<file path="src/rtl/cfgp_pkg.sv">
package cfgp_pkg;
  localparam int NDEV = 9;
  localparam int DW   = 8;

  localparam logic [DW-1:0] KEY_OPEN  = 8'h55;
  localparam logic [DW-1:0] KEY_CLOSE = 8'hAA;

  localparam logic [DW-1:0] IX_LDN   = 8'h07;
  localparam logic [DW-1:0] IX_IDENT = 8'h20;
  localparam logic [DW-1:0] IX_REVN  = 8'h21;
  localparam logic [DW-1:0] IX_POWER = 8'h22;
  localparam logic [DW-1:0] IX_BANK0 = 8'h30;
  localparam logic [DW-1:0] IX_ACT   = 8'h30;
  localparam logic [DW-1:0] IX_BHI   = 8'h60;
  localparam logic [DW-1:0] IX_BLO   = 8'h61;
  localparam logic [DW-1:0] IX_IRQA  = 8'h70;
  localparam logic [DW-1:0] IX_IRQB  = 8'h72;
  localparam logic [DW-1:0] IX_DMA   = 8'h74;
  localparam logic [DW-1:0] IX_FMODE = 8'h90;
  localparam logic [DW-1:0] IX_FOPT  = 8'h91;

  localparam int DEV_FLOPPY = 0;
  localparam int DEV_PARLL  = 3;
  localparam int DEV_KEYB   = 7;

  function automatic bit dev_has_irqb(int d);
    return d == DEV_KEYB;
  endfunction

  function automatic bit dev_has_dma(int d);
    return (d == DEV_FLOPPY) || (d == DEV_PARLL);
  endfunction

  function automatic bit dev_has_fdd(int d);
    return d == DEV_FLOPPY;
  endfunction

  function automatic logic [15:0] strap_base(logic sel, logic [15:0] a, logic [15:0] b);
    return sel ? b : a;
  endfunction
endpackage

</file>
<file path="src/rtl/cfgp_unlock.sv">
module cfgp_unlock
  import cfgp_pkg::*;
(
  input  logic          clk,
  input  logic          rst_n,
  input  logic          key_wr,
  input  logic          dat_wr,
  input  logic [DW-1:0] wdata,
  output logic          cfg_mode,
  output logic          open_evt,
  output logic          close_evt
);
  logic armed;

  assign open_evt  = !cfg_mode && key_wr && armed && (wdata == KEY_OPEN);
  assign close_evt = cfg_mode && key_wr && (wdata == KEY_CLOSE);

  always_ff @(posedge clk) begin
    if (!rst_n) begin
      cfg_mode <= 1'b0;
      armed    <= 1'b0;
    end else if (cfg_mode) begin
      armed <= 1'b0;
      if (close_evt) cfg_mode <= 1'b0;
    end else if (open_evt) begin
      cfg_mode <= 1'b1;
      armed    <= 1'b0;
    end else if (key_wr) begin
      armed <= (wdata == KEY_OPEN);
    end else if (dat_wr) begin
      armed <= 1'b0;
    end
  end
endmodule

</file>
<file path="src/rtl/cfgp_bank.sv">
module cfgp_bank
  import cfgp_pkg::*;
#(
  parameter int DEV = 0,
  parameter int IOW = 16
) (
  input  logic           clk,
  input  logic           rst_n,
  input  logic           we,
  input  logic [DW-1:0]  idx,
  input  logic [DW-1:0]  wdata,
  output logic [DW-1:0]  rd,
  output logic           act,
  output logic [IOW-1:0] iobase,
  output logic [DW-1:0]  irq,
  output logic [DW-1:0]  aux
);
  localparam bit HAS_B = dev_has_irqb(DEV);
  localparam bit HAS_D = dev_has_dma(DEV);
  localparam bit HAS_F = dev_has_fdd(DEV);

  logic [DW-1:0] fmode, fopt;
  logic          aux_hit;

  assign aux_hit = (HAS_B && idx == IX_IRQB) || (HAS_D && idx == IX_DMA);

  always_ff @(posedge clk) begin
    if (!rst_n) begin
      act    <= 1'b0;
      iobase <= '0;
      irq    <= '0;
      aux    <= '0;
    end else if (we) begin
      if (idx == IX_ACT)  act               <= wdata[0];
      if (idx == IX_BHI)  iobase[IOW-1:DW]  <= wdata;
      if (idx == IX_BLO)  iobase[DW-1:0]    <= wdata;
      if (idx == IX_IRQA) irq               <= wdata;
      if (aux_hit)        aux               <= wdata;
    end
  end

  generate
    if (HAS_F) begin : g_fdd
      always_ff @(posedge clk) begin
        if (!rst_n) begin
          fmode <= '0;
          fopt  <= '0;
        end else if (we) begin
          if (idx == IX_FMODE) fmode <= wdata;
          if (idx == IX_FOPT)  fopt  <= wdata;
        end
      end
    end else begin : g_nofdd
      assign fmode = '0;
      assign fopt  = '0;
    end
  endgenerate

  always_comb begin
    rd = '0;
    if (idx == IX_ACT)                rd = DW'(act);
    if (idx == IX_BHI)                rd = iobase[IOW-1:DW];
    if (idx == IX_BLO)                rd = iobase[DW-1:0];
    if (idx == IX_IRQA)               rd = irq;
    if (aux_hit)                      rd = aux;
    if (HAS_F && idx == IX_FMODE)     rd = fmode;
    if (HAS_F && idx == IX_FOPT)      rd = fopt;
  end
endmodule

</file>
<file path="src/rtl/cfg_port_ctrl.sv">
module cfg_port_ctrl
  import cfgp_pkg::*;
#(
  parameter int          AW       = 16,
  parameter int          IOW      = 16,
  parameter int          PWR_BITS = 6,
  parameter logic [15:0] BASE_A   = 16'h03F0,
  parameter logic [15:0] BASE_B   = 16'h0370,
  parameter logic [7:0]  ID_VAL   = 8'h02,
  parameter logic [7:0]  REV_VAL  = 8'h01
) (
  input  logic                  clk,
  input  logic                  rst_n,
  input  logic                  base_sel,
  input  logic [AW-1:0]         addr,
  input  logic                  wr_en,
  input  logic                  rd_en,
  input  logic [DW-1:0]         wdata,
  output logic [DW-1:0]         rdata,
  output logic [NDEV-1:0]       dev_act,
  output logic [NDEV*IOW-1:0]   dev_base,
  output logic [NDEV*DW-1:0]    dev_irq,
  output logic [NDEV*DW-1:0]    dev_aux,
  output logic [PWR_BITS-1:0]   pwr_en
);
  localparam int LDW = $clog2(NDEV + 1);

  logic [AW-1:0]  base_adr;
  logic           hit_key, hit_dat;
  logic           key_wr, dat_wr;
  logic           cfg_mode, open_evt, close_evt;
  logic           idx_wr, reg_wr, bank_idx;
  logic [DW-1:0]  idx_q;
  logic [LDW-1:0] ldn_q;
  logic [DW-1:0]  cfg_rd, bank_mux;
  logic [DW-1:0]  bank_rd [NDEV];
  logic [NDEV-1:0] bank_we;

  assign base_adr = AW'(strap_base(base_sel, BASE_A, BASE_B));
  assign hit_key  = (addr == base_adr);
  assign hit_dat  = (addr == base_adr + AW'(1));
  assign key_wr   = wr_en && hit_key;
  assign dat_wr   = wr_en && hit_dat;
  assign idx_wr   = key_wr && cfg_mode && !close_evt;
  assign reg_wr   = dat_wr && cfg_mode;
  assign bank_idx = (idx_q >= IX_BANK0);

  cfgp_unlock u_unlock (
    .clk      (clk),
    .rst_n    (rst_n),
    .key_wr   (key_wr),
    .dat_wr   (dat_wr),
    .wdata    (wdata),
    .cfg_mode (cfg_mode),
    .open_evt (open_evt),
    .close_evt(close_evt)
  );

  always_ff @(posedge clk) begin
    if (!rst_n) begin
      idx_q  <= '0;
      ldn_q  <= '0;
      pwr_en <= '0;
    end else begin
      if (idx_wr) idx_q <= wdata;
      if (reg_wr && idx_q == IX_LDN)   ldn_q  <= wdata[LDW-1:0];
      if (reg_wr && idx_q == IX_POWER) pwr_en <= wdata[PWR_BITS-1:0];
    end
  end

  genvar d;
  generate
    for (d = 0; d < NDEV; d++) begin : g_bank
      assign bank_we[d] = reg_wr && bank_idx && (ldn_q == LDW'(d));
      cfgp_bank #(.DEV(d), .IOW(IOW)) u_bank (
        .clk    (clk),
        .rst_n  (rst_n),
        .we     (bank_we[d]),
        .idx    (idx_q),
        .wdata  (wdata),
        .rd     (bank_rd[d]),
        .act    (dev_act[d]),
        .iobase (dev_base[d*IOW +: IOW]),
        .irq    (dev_irq[d*DW +: DW]),
        .aux    (dev_aux[d*DW +: DW])
      );
    end
  endgenerate

  always_comb begin
    bank_mux = '0;
    for (int k = 0; k < NDEV; k++)
      if (ldn_q == LDW'(k)) bank_mux = bank_rd[k];
  end

  always_comb begin
    case (idx_q)
      IX_LDN:   cfg_rd = DW'(ldn_q);
      IX_IDENT: cfg_rd = ID_VAL;
      IX_REVN:  cfg_rd = REV_VAL;
      IX_POWER: cfg_rd = DW'(pwr_en);
      default:  cfg_rd = bank_idx ? bank_mux : '0;
    endcase
  end

  always_ff @(posedge clk) begin
    if (!rst_n) rdata <= '1;
    else if (rd_en) begin
      if (cfg_mode && hit_dat)      rdata <= cfg_rd;
      else if (cfg_mode && hit_key) rdata <= idx_q;
      else                          rdata <= '1;
    end
  end
endmodule

</file>
<file path="config.mk">
export PLATFORM = sky130hd
export DESIGN_NAME = cfg_port_ctrl
export DESIGN_NICKNAME = d
export VERILOG_FILES = /design/src/rtl/cfgp_pkg.sv /design/src/rtl/cfgp_unlock.sv /design/src/rtl/cfgp_bank.sv /design/src/rtl/cfg_port_ctrl.sv
export SDC_FILE = /design/constraint.sdc
export NUM_CORES = 1
export LEC_CHECK = 0
export BUFFER_PORTS_ARGS = -buffer_cell sky130_fd_sc_hd__buf_2
export CAP_MARGIN = 10
export CORE_MARGIN = 8
export CORE_UTILIZATION = 42
export DETAILED_ROUTE_END_ITERATION = 16
export GPL_ROUTABILITY_DRIVEN = 0
export PLACE_DENSITY_LB_ADDON = 0.2
export SLEW_MARGIN = 20
export SYNTH_ARGS = -nofsm -noshare
export SYNTH_HDL_FRONTEND = slang
export SYNTH_SLANG_ARGS = --single-unit
</file>
<file path="constraint.sdc">
create_clock -name clk -period 4.8 [get_ports clk]
set_input_delay 0.48 -clock clk [delete_from_list [all_inputs] [get_ports clk]]
set_output_delay 0.48 -clock clk [all_outputs]
set_load 0.01 [all_outputs]
</file>
# After elaboration in Yosys (flattened, before gate mapping)
# Cells that the tools add are included.
dict set report totals {
  reg_bits 293
}
dict set report op_classes {
  add_sub_neg 1
  n_lt_le_gt_ge 1
  n_eq_ne 24
  mux 60
  bitwise 1
  n_reduce_logical 69
}
# cell n
set ops {}
lappend ops {{8-bit two-way mux} 45}
lappend ops {{2-bit AND reduction} 41}
lappend ops {{8-bit by 7-bit == test with 1-bit output (second input constant)} 6}
lappend ops {{8-bit by 6-bit == test with 1-bit output (second input constant)} 4}
lappend ops {{8-bit one-hot mux with 4 select lines} 1}
lappend ops {{8-bit == test (second input constant)} 3}
lappend ops {{1-bit logical AND} 23}
lappend ops {{16-bit by 10-bit == test with 1-bit output} 1}
lappend ops {{16-bit by 11-bit == test with 1-bit output} 1}
lappend ops {{4-bit by 3-bit == test with 1-bit output (second input constant)} 4}
lappend ops {{1-bit two-way mux} 14}
lappend ops {{10-bit by 1-bit adder with 11-bit output (second input constant)} 1}
lappend ops {{4-bit by 2-bit == test with 1-bit output (second input constant)} 2}
lappend ops {{8-bit by 3-bit == test with 1-bit output (second input constant)} 1}
lappend ops {{8-bit by 6-bit >= comparator with 1-bit output (second input constant)} 1}
lappend ops {{4-bit by 1-bit == test with 1-bit output (second input constant)} 1}
lappend ops {{4-bit == test (second input constant)} 1}
lappend ops {{4-bit logical NOT} 1}
lappend ops {{3-bit OR reduction} 1}
lappend ops {{1-bit logical NOT} 2}
lappend ops {{2-bit nonzero test} 1}
lappend ops {{1-bit NOT} 1}

# Logic depth before layout (Yosys ltp)
dict set report logic_depth {
  depth_word 20
  depth_mapped 10
}

# Hierarchy
# A second synthesis with hierarchy kept.
dict set report hier_totals {
  cells_unflattened 1745
  area_unflattened_um2 16218.1
}
# module instances cells_each area_each_um2
set modules_own_cells {}
lappend modules_own_cells {{cfgp_bank (g_bank[1].u_bank ...)} 6 139 1342.5}
lappend modules_own_cells {{cfgp_bank (g_bank[0].u_bank)} 1 259 2411.1}
lappend modules_own_cells {cfg_port_ctrl 1 294 2339.7}
lappend modules_own_cells {{cfgp_bank (g_bank[3].u_bank)} 1 170 1619.1}
lappend modules_own_cells {{cfgp_bank (g_bank[7].u_bank)} 1 170 1601.5}
lappend modules_own_cells {cfgp_unlock 1 18 191.4}

# Worst setup path after synthesis
# OpenSTA, ideal clock, no wires.
dict set report synth_timing {
  kind {in2reg}
  startpoint {input port addr[12]}
  endpoint {register g_bank[1].u_bank.iobase[6]}
  setup_ns 0.128
  arrival_time_ns 2.232
  t_required_ns 4.672
  setup_slack_ns 2.440
  path_stages 10
  n_path_buf 3
  path_cell_list {nor4_2 -> nand4_1 -> nor3b_4 -> and4_1 -> buf_6 -> buf_8 -> nand3_4 -> buf_2 -> nand3_1 -> o21ai_0}
}
dict set report synth_via {
  elab_chain_len 6
}
# element line
set synth_rtl {}
lappend synth_rtl {{from (decl)} cfg_port_ctrl.sv:15} ;# input logic [AW-1:0] addr,
lappend synth_rtl {{16-bit by 11-bit == test with 1-bit output} cfg_port_ctrl.sv:41} ;# assign hit_dat = (addr == base_adr + AW'(1));
lappend synth_rtl {{1-bit logical AND} cfg_port_ctrl.sv:43} ;# assign dat_wr = wr_en && hit_dat;
lappend synth_rtl {{1-bit logical AND} cfg_port_ctrl.sv:45} ;# assign reg_wr = dat_wr && cfg_mode;
lappend synth_rtl {{1-bit logical AND (2 in series)} cfg_port_ctrl.sv:74} ;# assign bank_we[d] = reg_wr && bank_idx && (ldn_q == LDW'(d));
lappend synth_rtl {{2-bit AND reduction (no source line)} n/a}
lappend synth_rtl {{to (signal, indexed assignment)} cfgp_bank.sv:35} ;# if (idx == IX_BHI) iobase[IOW-1:DW] <= wdata;
lappend synth_rtl {{to (signal, indexed assignment)} cfgp_bank.sv:36} ;# if (idx == IX_BLO) iobase[DW-1:0] <= wdata;
lappend synth_rtl {{to (decl)} cfgp_bank.sv:14} ;# output logic [IOW-1:0] iobase,
# No other way between the ends.
# A chain may end at the register's enable or synchronous reset.

# Worst setup path in the final report
dict set report layout_timing {
  startpoint {register idx_q[1]}
  endpoint {register rdata[2]}
}
dict set report layout_via {
  elab_chain_len 19
  elab_cells_between_ends 56
}
# element line
set layout_rtl {}
lappend layout_rtl {{from (decl)} cfg_port_ctrl.sv:33} ;# logic [DW-1:0] idx_q;
lappend layout_rtl {{from (signal assigned)} cfg_port_ctrl.sv:65} ;# if (idx_wr) idx_q <= wdata;
lappend layout_rtl {{8-bit by 7-bit == test with 1-bit output} cfgp_bank.sv:62} ;# if (idx == IX_BHI) rd = iobase[IOW-1:DW];
lappend layout_rtl {{8-bit two-way mux} cfgp_bank.sv:62}
lappend layout_rtl {{8-bit two-way mux} cfgp_bank.sv:63} ;# if (idx == IX_BLO) rd = iobase[DW-1:0];
lappend layout_rtl {{8-bit two-way mux} cfgp_bank.sv:64} ;# if (idx == IX_IRQA) rd = irq;
lappend layout_rtl {{8-bit two-way mux} cfgp_bank.sv:65} ;# if (aux_hit) rd = aux;
lappend layout_rtl {{8-bit two-way mux} cfgp_bank.sv:66} ;# if (HAS_F && idx == IX_FMODE) rd = fmode;
lappend layout_rtl {{8-bit two-way mux} cfgp_bank.sv:67} ;# if (HAS_F && idx == IX_FOPT) rd = fopt;
lappend layout_rtl {{8-bit two-way mux (9 in series)} cfg_port_ctrl.sv:93} ;# if (ldn_q == LDW'(k)) bank_mux = bank_rd[k];
lappend layout_rtl {{8-bit two-way mux} cfg_port_ctrl.sv:102} ;# default: cfg_rd = bank_idx ? bank_mux : '0;
lappend layout_rtl {{8-bit one-hot mux with 4 select lines (*)} cfg_port_ctrl.sv:97} ;# case (idx_q)
lappend layout_rtl {{8-bit two-way mux (*)} cfg_port_ctrl.sv:109} ;# if (cfg_mode && hit_dat) rdata <= cfg_rd;
lappend layout_rtl {{to (signal assigned)} cfg_port_ctrl.sv:109}
lappend layout_rtl {{to (signal assigned)} cfg_port_ctrl.sv:110} ;# else if (cfg_mode && hit_key) rdata <= idx_q;
lappend layout_rtl {{to (decl)} cfg_port_ctrl.sv:19} ;# output logic [DW-1:0] rdata,
# Mark *: on every way between the ends. The rest lies on a longest branch, timed or not.

==> results.md <==
* Period utilization at 72.4%
* Cells after DPL at approximately 2,200
* Register Area at around 0.006 sq mm
* #FFs+latches synth at roughly 290
* Synth area leaders: dfxtp_1 (43%), o21ai_0 (9.9%), nand3_1 (9.7%)
* Grt ovf at 0
* Largest net degree at the start of global routing at 96
* Setup TNS at 0 ps
* Worst setup EP type: flop
* Area leader, netlist: dfxtp_1
* Post-DP HPWL at just under 40,000 um
* Setup-failing EPs final at 0
* Worst VDD drop at between 0.0002 and 0.00025 V
* Maxcap violations at 0
* Post-Route WL at around 55,000 um
* Hold Crit Depth at 2
* CTS tree: built
* Seq/Total Area, Yosys at 42.9%
* FMAX at 0.288 GHz
* I/O Pins at 340
* Max-slew violations at 0
* Synth cell types at 84
* Pre-CTS setup slack at 1360 ps
* Mean Syn Cell Area at approximately 9 sq um
* Initial antenna violation count at 1
* N_diodes at 0
* Worst setup SP type: flop
* Reg2reg path depth at 8
* Clk_skew at 13.4 ps
* WL/cell at about 25 um
* Slew margin rel. at ~28%
* CTS Buf Count at 31
* HP Class: in -> reg
* Static Leak at ~6.3 nW
* Post-DRT Antenna Nets at 0
* Row cnt at 66
* RSZ-0062 raised after global routing: no
* Synth cell count leaders: dfxtp_1 (293), o21ai_0 (271), nand3_1 (266)
* Status: finished clean
* Post-CTS resize count at 0
* DRT iter0 DRCs at about 1,500
* CTS Hold Bufs at 0
* Post-CTS Setup Inserts at 0
* Layout cell share with drive strength beyond 1 at 25.7%
* Routed via count at 13,221
* Clk slew on worst S/H paths at roughly 60 ps
* First-pass GRT wire length at between 80,000 and 90,000 um
* Mapped Area at between 0.01 and 0.015 sq mm
* Post-Syn Instances at around 1,600
* Fin util at about half
* Die W at roughly 200 um
* Core ar. at 0.0323 sq mm
* All-Layer GR Usage at roughly 27%
* Setup slack after layout at 1320 ps
* Initial core utilization at between 40% and 50%
* Synth top area share at a little over two fifths
* Worst Tran Pin Value at ~1100 ps
* Area occupied by multi-input gates at roughly 0.0068 sq mm
* CTS root buffer: clkbuf_16
* H-tree depth at 1
* CP arrival at 3970 ps
* Count leader, synth: dfxtp_1
* DRC viols at 0
* First-pass iteration count of the detailed router at 6
* Post-synth ARST share at 0%
* Port-buffer cells at roughly 290
* Later-pin clock latency in the skew report at about 570 ps
* Routed vias/inst at between 5 and 6
* Kind of critical path: reg -> reg
* Fin nets at 1,773
* Layout Cells excl Fill at roughly 2,200
* Worst R2R Setup Slack at 1320 ps
* Tmin final at between 3000 and 4000 ps
* Synth warn at 0
* Fin. Hold Viols at 0
* Power density over the cells at between 300 and 400 mW/mm^2
* Clock Sinks at ~300
* Main flop type after synthesis: dfxtp_1
* Number of synthesized flops with an enable pin at 0
* Total power at roughly 5.0 mW
* Die area at approximately 0.039 sq mm
* Die Ht at 197 um
* Fillers at 3,085
* Worst path required time at 5290 ps
* Layout area overhead at 16.3%
* Clk buf depth at 3
* Number of global-route vias before repair at between 10,000 and 15,000
* Worst-path maximum fanout at 27
## through the flow
| stage | hold slack (ps) | instance area [sq um] |
|---|---|---|
| floorplan | 432 | 13900 |
| finish | 288 | 15900 |
| CTS | 277 | 15900 |
| detailed placement | 448 | 14900 |
| global placement | 442 | 14900 |
| global route | 288 | 15900 |
## placed cells by master (no fill, tap or decap), drive strengths merged, types with 6 or more instances in the layout
cell type,synthesis,final
nand3,291,291
nand2,59,59
nor3b,12,12
buf,144,317
clkbuf,62,43
a211oi,8,8
a22oi,30,30
clkinv,0,9
mux2,6,6
o21ai,290,290
nor2b,24,24
nor2,49,49
o22ai,14,14
or4b,6,6
dfxtp,293,293
inv,7,7
nor3,14,14
a221oi,13,13
a22o,19,19
a221o,19,19
o221ai,6,6
a21oi,43,43
o31ai,6,6
a222oi,7,7
conb,1,48
a2111oi,6,6
a31oi,8,8
o221a,7,7
o211ai,8,8
mux2i,38,38
## worst max-delay path: stages (launching register included)
cell and delay (ps):
dfxtp_1 300, buf_4 180, or4_1 750, nor2_4 750, buf_4 450, a22oi_1 150
a21oi_1 260, o21ai_0 330, o21ai_1 210
## per-layer routing
| metal | up-vias | GRT usage, % | part of all wire (%) |
|---|---|---|---|
| li1 | 6049 | - | - |
| met1 | 6319 | 35.2 | 41 |
| met2 | 737 | 43.3 | 45 |
| met3 | 114 | 6.69 | 10 |
| met4 | 2 | 10.4 | 3.6 |
| met5 | - | 0 | 0.024 |
## path summary, 6_finish.rpt
check | from | end
worst min-delay path | wdata[5] | idx_q[5]$_SDFFE_PN0P_
worst max-delay path | idx_q[1]$_SDFFE_PN0P_ | rdata[2]$_SDFFE_PN1P_
worst min register to register | g_bank[0].u_bank.fmode[7]$_SDFFE_PN0P_ | g_bank[0].u_bank.fmode[7]$_SDFFE_PN0P_
worst max register to register | idx_q[1]$_SDFFE_PN0P_ | rdata[2]$_SDFFE_PN1P_
## cell families (layout without fill, tap and decap cells)
logic type             count (synthesis)  in the layout  share of synthesized area (%)
flip-flops                           293            293                           42.9
multiplexers                          44             44                           3.27
buffers and inverters                213            380                           8.92
AND/OR/NAND/NOR                      494            494                           21.7
other                                  1             48                         0.0274
AO/OA/AOI/OAI                        505            505                           23.1
XOR/XNOR                               2              2                          0.128
## registers in the layout, indices dropped and copies added, names as in the netlist, 8 cells and up
name,cells
g_bank.u_bank.iobase,144
g_bank.u_bank.irq,72
g_bank.u_bank.aux,24
g_bank.u_bank.act,9
g_bank.u_bank.fmode,8
g_bank.u_bank.fopt,8
idx_q,8
rdata,8
## cell type report
class	count	share of cell area [%]
Sequential cell	293	36.9
Timing Repair Buffer	318	10.5
Clock buffer	42	5.64
Inverter	7	0.165
Tap cell	442	3.48
Multi-Input combinational cell	1093	42.7
Clock inverter	13	0.660
## report_power, final
| part | leakage, nW | switching [mW] | internal, mW | total, mW |
|---|---|---|---|---|
| clock | 0.493 | 1.02 | 1.36 | 2.38 |
| combinational | 3.41 | 0.126 | 0.0218 | 0.148 |
| sequential | 2.36 | 0.000000000548 | 2.43 | 2.43 |
| total | 6.27 | 1.15 | 3.81 | 4.95 |
(Power assumes the default switching activity.)
